`src/rtl/adc_rc_pkg.sv`:
```
package adc_rc_pkg;
  typedef enum logic [2:0] {
    ST_IDLE,
    ST_STRB,
    ST_ID,
    ST_GAP,
    ST_DATA,
    ST_DONE
  } rc_state_e;
endpackage

```
`src/rtl/adc_rc_timebase.sv`:
```
module adc_rc_timebase #(
  parameter int DIV_W = 8
) (
  input  logic             clk_i,
  input  logic             rst_ni,
  input  logic             clr_i,
  input  logic [DIV_W-1:0] half_i,
  output logic             tick_o
);
  localparam logic [DIV_W-1:0] ONE = DIV_W'(1);

  logic [DIV_W-1:0] cnt_q;
  logic [DIV_W-1:0] half_eff;

  assign half_eff = (half_i == '0) ? ONE : half_i;
  assign tick_o   = !clr_i && (cnt_q == half_eff - ONE);

  always_ff @(posedge clk_i or negedge rst_ni) begin
    if (!rst_ni)              cnt_q <= '0;
    else if (clr_i || tick_o) cnt_q <= '0;
    else                      cnt_q <= cnt_q + ONE;
  end
endmodule

```
`src/rtl/adc_rc_shift.sv`:
```
module adc_rc_shift #(
  parameter int W = 18
) (
  input  logic         clk_i,
  input  logic         rst_ni,
  input  logic         clr_i,
  input  logic         en_i,
  input  logic         bit_i,
  output logic [W-1:0] word_o
);
  logic [W-1:0] sh_q;

  always_ff @(posedge clk_i or negedge rst_ni) begin
    if (!rst_ni)    sh_q <= '0;
    else if (clr_i) sh_q <= '0;
    else if (en_i)  sh_q <= {sh_q[W-2:0], bit_i};
  end

  assign word_o = sh_q;
endmodule

```
`src/rtl/adc_rc_sync_mon.sv`:
```
module adc_rc_sync_mon (
  input  logic clk_i,
  input  logic rst_ni,
  input  logic busy_i,
  input  logic evt_i,
  output logic err_o
);
  logic b_meta_q, b_sync_q;
  logic seen_q, prev_q, armed_q, have_prev_q, err_q;
  logic cur;

  assign cur = seen_q | b_sync_q;

  always_ff @(posedge clk_i or negedge rst_ni) begin
    if (!rst_ni) begin
      b_meta_q    <= 1'b0;
      b_sync_q    <= 1'b0;
      seen_q      <= 1'b0;
      prev_q      <= 1'b0;
      armed_q     <= 1'b0;
      have_prev_q <= 1'b0;
      err_q       <= 1'b0;
    end else begin
      b_meta_q <= busy_i;
      b_sync_q <= b_meta_q;
      if (evt_i) begin
        // close the interval that ends at this strobe
        if (armed_q) begin
          if (have_prev_q && (cur == prev_q)) err_q <= 1'b1;
          prev_q      <= cur;
          have_prev_q <= 1'b1;
        end
        armed_q <= 1'b1;
        seen_q  <= 1'b0;
      end else begin
        seen_q <= cur;
      end
    end
  end

  assign err_o = err_q;

  assert_err_sticky_R10: assert property (@(posedge clk_i) disable iff (!rst_ni)
    err_o |=> err_o);
  assert_err_at_strobe_R10: assert property (@(posedge clk_i) disable iff (!rst_ni)
    $rose(err_o) |-> $past(evt_i));
endmodule

```
`src/rtl/adc_rc_ctrl.sv`:
```
module adc_rc_ctrl
  import adc_rc_pkg::*;
#(
  parameter int ID_W   = 2,
  parameter int DATA_W = 16,
  parameter int DIV_W  = 8,
  parameter int GAP_W  = 4
) (
  input  logic                   clk_i,
  input  logic                   rst_ni,
  input  logic                   en_i,
  input  logic                   free_run_i,
  input  logic [DIV_W-1:0]       div_half_i,
  input  logic [GAP_W-1:0]       gap_i,
  output logic                   sclk_o,
  output logic                   strobe_o,
  output logic                   cs_no,
  input  logic                   sdo_i,
  input  logic                   busy_i,
  output logic                   m_valid_o,
  input  logic                   m_ready_i,
  output logic [ID_W+DATA_W-1:0] m_data_o,
  output logic                   sync_err_o
);
  localparam int WORD_W = ID_W + DATA_W;
  localparam int DCW    = $clog2(DATA_W) + 1;
  localparam int CNT_W  = (GAP_W > DCW) ? GAP_W : DCW;
  localparam logic [CNT_W-1:0] ONE    = CNT_W'(1);
  localparam logic [CNT_W-1:0] ID_END = CNT_W'(ID_W - 1);
  localparam logic [CNT_W-1:0] D_END  = CNT_W'(DATA_W - 1);

  rc_state_e         state_q;
  logic              h_q;
  logic [CNT_W-1:0]  cnt_q;
  logic [GAP_W-1:0]  gap_q;
  logic              tick, start, clk_run, active, sample;
  logic [WORD_W-1:0] word;
  logic              m_valid_q;
  logic [WORD_W-1:0] m_data_q;

  assign start   = (state_q == ST_IDLE) && en_i && (!m_valid_q || free_run_i);
  assign clk_run = (state_q == ST_STRB) || (state_q == ST_ID) || (state_q == ST_DATA);
  assign active  = clk_run || (state_q == ST_GAP);
  assign sample  = tick && !h_q && ((state_q == ST_ID) || (state_q == ST_DATA));

  adc_rc_timebase #(.DIV_W(DIV_W)) u_tb (
    .clk_i  (clk_i),
    .rst_ni (rst_ni),
    .clr_i  (!active),
    .half_i (div_half_i),
    .tick_o (tick)
  );

  adc_rc_shift #(.W(WORD_W)) u_sh (
    .clk_i  (clk_i),
    .rst_ni (rst_ni),
    .clr_i  (start),
    .en_i   (sample),
    .bit_i  (sdo_i),
    .word_o (word)
  );

  adc_rc_sync_mon u_mon (
    .clk_i  (clk_i),
    .rst_ni (rst_ni),
    .busy_i (busy_i),
    .evt_i  (start),
    .err_o  (sync_err_o)
  );

  always_ff @(posedge clk_i or negedge rst_ni) begin
    if (!rst_ni) begin
      state_q <= ST_IDLE;
      h_q     <= 1'b0;
      cnt_q   <= '0;
      gap_q   <= '0;
    end else begin
      unique case (state_q)
        ST_IDLE: if (start) begin
          state_q <= ST_STRB;
          h_q     <= 1'b0;
          cnt_q   <= '0;
          gap_q   <= gap_i;
        end
        ST_DONE: state_q <= ST_IDLE;
        default: if (tick) begin
          if (!h_q) begin
            h_q <= 1'b1;
          end else begin
            h_q <= 1'b0;
            // period boundary
            unique case (state_q)
              ST_STRB: begin
                state_q <= ST_ID;
                cnt_q   <= '0;
              end
              ST_ID: if (cnt_q == ID_END) begin
                state_q <= (gap_q == '0) ? ST_DATA : ST_GAP;
                cnt_q   <= '0;
              end else cnt_q <= cnt_q + ONE;
              ST_GAP: if ((cnt_q + ONE) == CNT_W'(gap_q)) begin
                state_q <= ST_DATA;
                cnt_q   <= '0;
              end else cnt_q <= cnt_q + ONE;
              ST_DATA: if (cnt_q == D_END) begin
                state_q <= ST_DONE;
                cnt_q   <= '0;
              end else cnt_q <= cnt_q + ONE;
              default: state_q <= ST_IDLE;
            endcase
          end
        end
      endcase
    end
  end

  always_ff @(posedge clk_i or negedge rst_ni) begin
    if (!rst_ni) begin
      m_valid_q <= 1'b0;
      m_data_q  <= '0;
    end else if (state_q == ST_DONE) begin
      m_valid_q <= 1'b1;
      m_data_q  <= word;
    end else if (m_ready_i) begin
      m_valid_q <= 1'b0;
    end
  end

  assign strobe_o  = (state_q == ST_STRB);
  assign sclk_o    = clk_run && !h_q;
  assign cs_no     = !active;
  assign m_valid_o = m_valid_q;
  assign m_data_o  = m_data_q;

  assert_strobe_one_period_R2: assert property (@(posedge clk_i) disable iff (!rst_ni)
    $fell(strobe_o) |-> $past(tick) && $past(h_q));
  assert_cs_covers_frame_R7: assert property (@(posedge clk_i) disable iff (!rst_ni)
    (strobe_o || sclk_o) |-> !cs_no);
  assert_cs_opens_with_strobe_R7: assert property (@(posedge clk_i) disable iff (!rst_ni)
    $fell(cs_no) |-> strobe_o && sclk_o);
  assert_hold_pending_R8: assert property (@(posedge clk_i) disable iff (!rst_ni)
    (m_valid_o && !m_ready_i && state_q != ST_DONE) |=> m_valid_o && $stable(m_data_o));
  assert_no_start_pending_R8: assert property (@(posedge clk_i) disable iff (!rst_ni)
    (m_valid_o && !free_run_i && state_q == ST_IDLE) |=> !strobe_o);
endmodule

```
`config.mk`:
```
export PLATFORM = sky130hd
export DESIGN_NAME = adc_rc_ctrl
export DESIGN_NICKNAME = d
export VERILOG_FILES = /design/src/rtl/adc_rc_pkg.sv /design/src/rtl/adc_rc_timebase.sv /design/src/rtl/adc_rc_shift.sv /design/src/rtl/adc_rc_sync_mon.sv /design/src/rtl/adc_rc_ctrl.sv
export SDC_FILE = /design/constraint.sdc
export NUM_CORES = 1
export LEC_CHECK = 0
export BUFFER_PORTS_ARGS = -buffer_cell sky130_fd_sc_hd__clkbuf_2
export CAP_MARGIN = 40
export CORE_MARGIN = 2
export CORE_UTILIZATION = 30
export CTS_CLUSTER_SIZE = 24
export DETAILED_ROUTE_END_ITERATION = 12
export GPL_TIMING_DRIVEN = 0
export SLEW_MARGIN = 20
export SYNTH_ARGS = -nofsm -noshare
export SYNTH_HDL_FRONTEND = slang
export SYNTH_SLANG_ARGS = --single-unit
```
`constraint.sdc`:
```
create_clock -name clk_i -period 2.7 [get_ports clk_i]
set_input_delay 0.135 -clock clk_i [delete_from_list [all_inputs] [get_ports clk_i]]
set_output_delay 0.135 -clock clk_i [all_outputs]
set_load 0.1 [all_outputs]
```
Yosys cells after proc, flatten, opt, wreduce, memory -nomap -nowiden
Cells that the tools add are included.
- register bits after elaboration: 65
- input bits: 19
- output and inout bits: 23
- logic and storage cells: 94
- add/subtract/negate cells: 3
- bitwise operators: 2
- eq/ne operators: 14
- reductions and logical operators: 32
- multiplexer cells: 28
- operators with widths (kind ; number):
    18-bit two-way mux ; 2
    5-bit two-way mux ; 6
    3-bit two-way mux ; 7
    5-bit one-hot mux with 4 select lines ; 1
    8-bit two-way mux ; 2
    4-bit by 2-bit inequality test with 1-bit output, second input constant ; 3
    3-bit one-hot mux with 4 select lines ; 1
    5-bit one-hot mux with 2 select lines ; 1
    8-bit by 1-bit adder with 8-bit output, second input constant ; 1
    8-bit equality test ; 1
    8-bit logical NOT ; 1
    2-bit nonzero test ; 4
    8-bit by 1-bit subtractor with 8-bit output, second input constant ; 1
    1-bit logical AND ; 7
    3-bit by 2-bit equality test with 1-bit output, second input constant ; 2
    3-bit equality test, second input constant ; 2
    1-bit logical OR ; 6
    1-bit two-way mux ; 6
    3-bit one-hot mux with 2 select lines ; 1
    3-bit AND reduction ; 2
    6-bit AND reduction ; 1
    3-bit nonzero test ; 2
    5-bit by 1-bit adder with 5-bit output, second input constant ; 1
    5-bit by 1-bit equality test with 1-bit output, second input constant ; 1
    other kinds (14) ; 17

Depth between registers and ports, before layout
Gate-level depths: netlist of the first run.
- word-level depth: 9
- gate-level depth with buffers: 10

Hierarchy
Synthesis of the first run repeated with hierarchy kept, for this count alone.
- cells, all modules: 290
- area, all modules: 3231.8 um^2
- by module, submodules not included (module ; times used ; area an instance (um^2) ; cells each):
    adc_rc_ctrl ; 1 ; 1624.1 ; 148
    adc_rc_shift ; 1 ; 739.5 ; 58
    adc_rc_timebase ; 1 ; 639.4 ; 69
    adc_rc_sync_mon ; 1 ; 229.0 ; 15

Worst setup path before layout of the first run
Ideal clock, no wire load.
- kind: reg-to-output
- from: register state_q[0]
- to: output sclk_o
- buffers on the path: 1
- arrival: 4378 ps
- data required time: 2565 ps
- cell stages (with the launch flop): 6
- slack: -1813 ps
- cell sequence: dfrtp_1 > clkbuf_1 > inv_1 > nor3_1 > nor2_1 > nor2_1
- longest elaborated chain between the ends: 4
- elaborated cells on any way between the ends: 6
- ends and longest elaborated chain (item ; line ; text):
    start: declaration ; adc_rc_ctrl.sv:32 ; rc_state_e state_q;
    start signal: assignment ; adc_rc_ctrl.sv:98 ; state_q <= (gap_q == '0) ? ST_DATA : ST_GAP;
    3-bit by 1-bit equality test with 1-bit output ; - ;
    named net strobe_o ; adc_rc_ctrl.sv:16 ; output logic strobe_o,
    1-bit logical OR (2 in a row) ; adc_rc_ctrl.sv:42 ; assign clk_run = (state_q == ST_STRB) || (state_q == ST_ID) || (state_q == ST_DATA);
    1-bit logical AND ; adc_rc_ctrl.sv:130 ; assign sclk_o = clk_run && !h_q;
    end: declaration ; adc_rc_ctrl.sv:15 ; output logic sclk_o,
The timed path passes the listed nets, and every way through them passes these cells.

Worst setup path after layout of the first run
- from: register cnt_q[0]
- to: register state_q[1]
- longest elaborated chain between the ends: 4
- elaborated cells on any way between the ends: 8
- ends and longest elaborated chain (item ; line ; text):
    start: declaration ; adc_rc_ctrl.sv:34 ; logic [CNT_W-1:0] cnt_q;
    start signal: assignment ; adc_rc_ctrl.sv:100 ; end else cnt_q <= cnt_q + ONE;
    start signal: assignment ; adc_rc_ctrl.sv:104 ; end else cnt_q <= cnt_q + ONE;
    start signal: assignment ; adc_rc_ctrl.sv:108 ; end else cnt_q <= cnt_q + ONE;
    5-bit by 1-bit adder with 5-bit output ; adc_rc_ctrl.sv:101 ; ST_GAP: if ((cnt_q + ONE) == CNT_W'(gap_q)) begin
    5-bit by 4-bit equality test with 1-bit output ; adc_rc_ctrl.sv:101 ;
    4-bit by 2-bit inequality test with 1-bit output (no source line) ; - ;
    6-bit AND reduction (no source line) (*) ; - ;
Every way passes the cells marked *; elsewhere a longest branch is shown, timed or not.
A chain may end at the register's enable or synchronous reset.

==> metrics, run 1 <==
vertical die dimension 107 um; total power per unit cell area 647 nW/um^2; category of the most critical setup path flip-flop to flip-flop; routed wirelength normalized by instance count 12.9 um; startpoint kind of the worst setup timing path flip-flop; clock net sink count 65; die area 11500 sq um; post-synthesis sequential area ratio 50.9%; insertion delay of the later-clocked pin in the worst-skew pair 0.34 ns; worst IR drop on VDD 0.218 mV; unrepaired setup endpoints after global routing false; max_slew headroom 55.1%; class of the most critical hold timing path input pin to flip-flop; post-layout min period 2.46 ns; number of global-route vias before repair 2414; Post-Synthesis Mean Instance Area 10.1 sq um; Resized Gates After CTS 0; io pins 42; count of nets left with antenna violations after detail routing 0; endpoint type of the worst setup path flip-flop; fraction of the cycle the final worst path needs 91.1%; number of DRC markers in iteration 0 116; global-route wire length before repair 11400 um; post-synthesis mux area share 6.66%; data arrival time of the critical path 2.67 ns; dominant combinational cell family by area after synthesis simple AND/OR/NAND/NOR gates; required time at the endpoint of the critical path 2.92 ns; summed negative setup slack over all endpoints 0 ns; via total after detailed routing 2437; Post-synth ARST share 100%; share of synthesized cell area in and, or, nand and nor gates 19.7%; area share of xor/xnor cells in the synthesized design 5.76%; leading cell types in the layout, fill and taps excluded dfrtp_1 (65), nand2_1 (56), clkbuf_2 (40); slowest stage cell, crit path or4b_2; final-stage net count 399; Main synth FF type dfrtp_1; Cell Count Post-Placement 493; Std-Cell Core Area 10300 sq um; Fin Clk Skew 0.00538 ns; routability cong. 0.859; complex-gate fraction of the synthesized area 11.4%; pin count of the biggest net entering global routing 52; Sequential Area 1630 sq um; TritonCTS Buffers 9; total number of H-tree levels 3; number of diodes added for antenna fixing 0; die outline width 107 um; Pins Over Slew Limit 0; total number of placement rows 37; outcome complete, no violations; final instance count without filler cells 514; transition time at the pin with the least slew margin 0.672 ns; synth warn 0; effective utilization at floorplan 30.9%; DP Wirelength 4850 um; top achievable clock speed 0.407 GHz; number of instances in the synthesized netlist 315; final count of negative-setup-slack endpoints 0; biggest cell delay along the critical path 0.63 ns; TritonCTS clock tree yes; clk root buf clkbuf_8; area delta synth->final 20.3%; buffers inserted by post-CTS timing repair 0; final WL 6650 um; post-synthesis register bit count 65; IO Port Bufs 41; clock slew seen by the registers of the worst setup and hold paths 0.07 ns; Syn Nets 340; final-layout fill cell count 1042; Worst Path Max Fanout 6; most common cell after layout, fill and taps aside dfrtp_1; adder-cell area share of the yosys netlist 2.70%; standby leakage power 1.80 nW; Pre-Repair DR Iteration Count 4; Max Root-Sink Buffers 2; number of different library cells in the post-synthesis netlist 56; global-route congestion overflow total 0; fraction of final layout cells sized beyond drive strength 1 24.6%; post-detailed-route via-to-cell ratio 4.74; number of enable-type register cells in the synthesized netlist 0; max-cap violations 0; combined area of all synthesized cells 3190 sq um; sequence of cells on the critical path ha_1 > or4b_2 > nand3_1 > o31ai_1 > a31oi_1 > nor4b_1 > o2bb2ai_1; antenna violations before repair 0; final hold viol count 0; area of the multi-input gates 1500 sq um; Tot GR Track Use 12.5%; hold path cells 3; r2r worst-path depth 7; count of hold buffers inserted by post-cts repair 6; drc violations 0
## through the flow
stage,hold slack [ns],util (%),instance area [sq um],power (W),setup slack [ns]
6_report,0.00603,37.2,3840,0.00248,0.241
5_1_grt,0.0153,37.2,3840,0.00265,0.0248
4_1_cts,0.00177,37.2,3840,0.00252,0.253
3_5_place_dp,0.0533,35.1,3620,0.00179,-0.111
3_3_place_gp,0.253,34.8,3590,0.00177,-0.0503
2_1_floorplan,-0.161,-,3210,0.00164,0.252
## cell usage after synthesis (3+ instances only)
cell      number  area share (%)
dfrtp_1       65              51
nand2_1       56             6.6
nor2_1        21             2.5
mux2_2        18             6.3
o21ai_1       14             2.2
a21oi_1       11             1.7
nand3_1       11             1.7
xnor2_1       11             3.0
o21ai_0       10             1.6
xor2_1        10             2.7
inv_1          9             1.1
ha_1           6             2.4
clkbuf_1       5            0.59
nor3_1         5            0.78
a31oi_1        4            0.78
nand2b_1       4            0.78
nor2b_1        4            0.78
or3_1          4            0.78
and3_1         3            0.59
## cell families (layout without fill, tap and decap cells)
family / after synthesis / in the layout
fa+ha+maj: 7 / 7
simple gates: 126 / 126
xor+xnor: 21 / 21
buf+inv: 19 / 82
mux: 19 / 19
flops: 65 / 65
compound gates: 58 / 58
## final timing paths
| check | start | endpoint | slack (ns) |
|---|---|---|---|
| max in group asynchronous | rst_ni | m_data_o[14] | 1.96 |
| worst min-delay path | gap_i[2] | gap_q[2] | 0.006 |
| worst min register to register | u_mon.b_meta_q | u_mon.b_sync_q | 0.35 |
| min in group asynchronous | rst_ni | u_tb.cnt_q[4] | 0.22 |
| worst max-delay path | cnt_q[0] | state_q[1] | 0.24 |
| worst max register to register | cnt_q[0] | state_q[1] | 0.24 |
## cell type report
class | instances | area share, %
plain buffers | 9 | 1.40
clock buffers | 12 | 3.78
clock inverters | 3 | 0.456
inverters | 10 | 0.977
multi-input cells | 231 | 38.9
flip-flops and latches | 65 | 42.3
well taps | 136 | 4.43
repair buffers | 48 | 7.69
## per-layer routing
metal | up-vias | share of wire [%] | GRT usage, %
met5 | - | 0 | 0
met4 | 0 | 1.2 | 4.17
met3 | 9 | 4.9 | 3.22
met2 | 48 | 47 | 19.8
met1 | 1163 | 47 | 16.7
li1 | 1217 | - | -
## flip-flops by register name (all words and copies together), names as in the netlist
signal / flops
h_q: 1
u_sh.word_o: 18
u_mon.seen_q: 1
u_mon.prev_q: 1
u_tb.cnt_q: 8
m_valid_o: 1
u_mon.b_meta_q: 1
state_q: 3
u_mon.err_o: 1
u_mon.have_prev_q: 1
gap_q: 4
m_data_o: 18
u_mon.b_sync_q: 1
u_mon.armed_q: 1
cnt_q: 5
## report_power, final
part,switching (W),total (W),internal (W)
clock network,0.000359,0.000709,0.000350
registers,0.000113,0.00118,0.00107
logic,0.000328,0.000593,0.000265
total,0.000800,0.00248,0.00168
## worst max-delay path: cells and delay by family (launching register included)
family,cells,cell delay (ns)
flops,1,0.47
simple gates,3,1.10
compound gates,3,0.57
fa+ha+maj,1,0.19
Power figures use the tool's default switching activity.
==> run 2: changes to the inputs <==
CELL_PAD_IN_SITES_DETAIL_PLACEMENT = 1   (was default)
CELL_PAD_IN_SITES_GLOBAL_PLACEMENT = 2   (was default)
PLACE_DENSITY_LB_ADDON = 0.1   (was default)
==> run 2 against run 1 <==
Sequential power about the same. Clock power up 31%. Flip-flop and latch count unchanged. Clock skew up 0.0068 ns. Sequential share of layout area down 0.83 points. Fmax down 1.7%. First-iteration DRC count down 34%. Critical endpoint is now u_sh.word_o[14]. Largest power group unchanged.
==> metrics, run 2 (synthesis gave the netlist of run 1 again) <==
category of the most critical setup path input pin to flip-flop; Std-Cell Core Area 10300 sq um; clock slew seen by the registers of the worst setup and hold paths 0.08 ns; die outline width 107 um; Pins Over Slew Limit 0; Fin Clk Skew 0.0122 ns; Sequential Area 1630 sq um; effective utilization at floorplan 30.9%; Cell Count Post-Placement 493; area delta synth->final 22.6%; most common cell after layout, fill and taps aside dfrtp_1; via total after detailed routing 2523; busiest layer in global routing met2; buffers inserted by post-CTS timing repair 0; total number of placement rows 37; transition time at the pin with the least slew margin 0.745 ns; leading cell types in the layout, fill and taps excluded dfrtp_1 (65), nand2_1 (56), clkbuf_2 (40); post-detailed-route via-to-cell ratio 4.88; number of global-route vias before repair 2556; routability cong. 0.749; Internal Pwr Total 0.00186 W; max-cap violations 0; vertical die dimension 107 um; final design instance area without fill 3920 sq um; switching power 0.000859 W; class of the most critical hold timing path input pin to flip-flop; summed negative setup slack over all endpoints 0 ns; antenna violations before repair 0; hold_sp en_i; global-route wire length before repair 13000 um; Worst Path Max Fanout 10; data arrival time of the critical path 2.73 ns; number of diodes added for antenna fixing 0; count of nets left with antenna violations after detail routing 0; pin count of the biggest net entering global routing 36; post-place instance area 3610 sq um; total number of H-tree levels 3; routed wirelength normalized by instance count 14.9 um; TritonCTS clock tree yes; hold path cells 3; startpoint kind of the worst setup timing path input pin; IO Port Bufs 41; number of DRC markers in iteration 0 76; clock net sink count 65; Worst setup startpoint div_half_i[3]; unrepaired setup endpoints after global routing false; Switching Share 31.6%; io pins 42; DP Wirelength 5580 um; r2r worst-path depth 8; final count of negative-setup-slack endpoints 0; Tot GR Track Use 14.4%; total power per unit cell area 693 nW/um^2; worst IR drop on VDD 0.208 mV; clk root buf clkbuf_8; TritonCTS Buffers 9; required time at the endpoint of the critical path 2.93 ns; insertion delay of the later-clocked pin in the worst-skew pair 0.34 ns; routing usage on met3 2.43%; final-stage net count 401; standby leakage power 1.83 nW; final hold viol count 0; max_slew headroom 50.1%; proportion of power drawn by flip-flops and latches 43.4%; final WL 7730 um; Comb power frac 22.3%; drc violations 0; endpoint type of the worst setup path flip-flop; Design Power 0.00272 W; area of the multi-input gates 1500 sq um; fraction of the cycle the final worst path needs 92.6%; fraction of final layout cells sized beyond drive strength 1 25.2%; final-layout fill cell count 1192; portion of total power attributed to the clock network 34.3%; global-route congestion overflow total 0; startpoint of the lowest-slack register-to-register path cnt_q[0]; top achievable clock speed 0.400 GHz; post-layout min period 2.50 ns; outcome complete, no violations; final instance count without filler cells 517; met1 Use GR 20.4%; Max Root-Sink Buffers 2; met2 usage 22.0%; Pre-Repair DR Iteration Count 4; die area 11500 sq um
run 2: metrics by stage:
step / setup slack [ns] / hold WS, ns / utilization [%]
2_1_floorplan: 0.252 / -0.161 / -
3_3_place_gp: -0.179 / 0.254 / 34.8
3_5_place_dp: -0.208 / 0.150 / 35.0
4_1_cts: 0.0921 / 0.264 / 37.9
5_1_grt: 0.000650 / 0.289 / 37.9
6_report: 0.200 / 0.281 / 37.9
run 2: power by group through the flow:
stage,Clock (W),Sequential [W],Combinational (W)
final,0.000931,0.00118,0.000606
after global routing,0.000994,0.00120,0.000686
after CTS,0.000959,0.00118,0.000618
after detailed placement,0,0.00120,0.000603
after global placement,0,0.00120,0.000586
after floorplan,0,0.00117,0.000470
run 2: worst paths after layout:
kind                                    to  slack [ns]
setup / recovery           u_sh.word_o[14]        0.20
hold / removal               u_mon.armed_q        0.28
setup reg to reg                state_q[1]        0.25
hold reg to reg             u_mon.b_sync_q        0.36
max in group asynchronous    u_tb.cnt_q[7]        1.84
min in group asynchronous      m_data_o[4]        0.31
run 2: critical path: stages:
cell and delay (ns):
clkbuf_2 0.14, nor4_4 0.36, a21oi_1 0.19, ha_1 0.29, or3_1 0.40, a31oi_2 0.25
o21ai_2 0.13, nor3_4 0.47, buf_4 0.27, o21ai_1 0.09
run 2: area by class of cell:
type	count	area share, %
repair buffers	50	7.86
multi-input cells	231	38.3
clock buffers	10	3.26
flip-flops and latches	65	41.5
inverters	10	0.958
clock inverters	6	2.36
well taps	136	4.34
plain buffers	9	1.37
run 2: layer usage:
metal	vias to the layer above	routed length, um
met2	30	3630
met1	1264	3820
met3	6	194
met4	0	80
li1	1223	-
met5	-	0
run 2: timing repair:
action,4_1_cts,5_1_grt
hold endpoints to repair,37,0
endpoints found under the setup margin,0,1
gates resized for setup,0,1
hold buffers,8,0
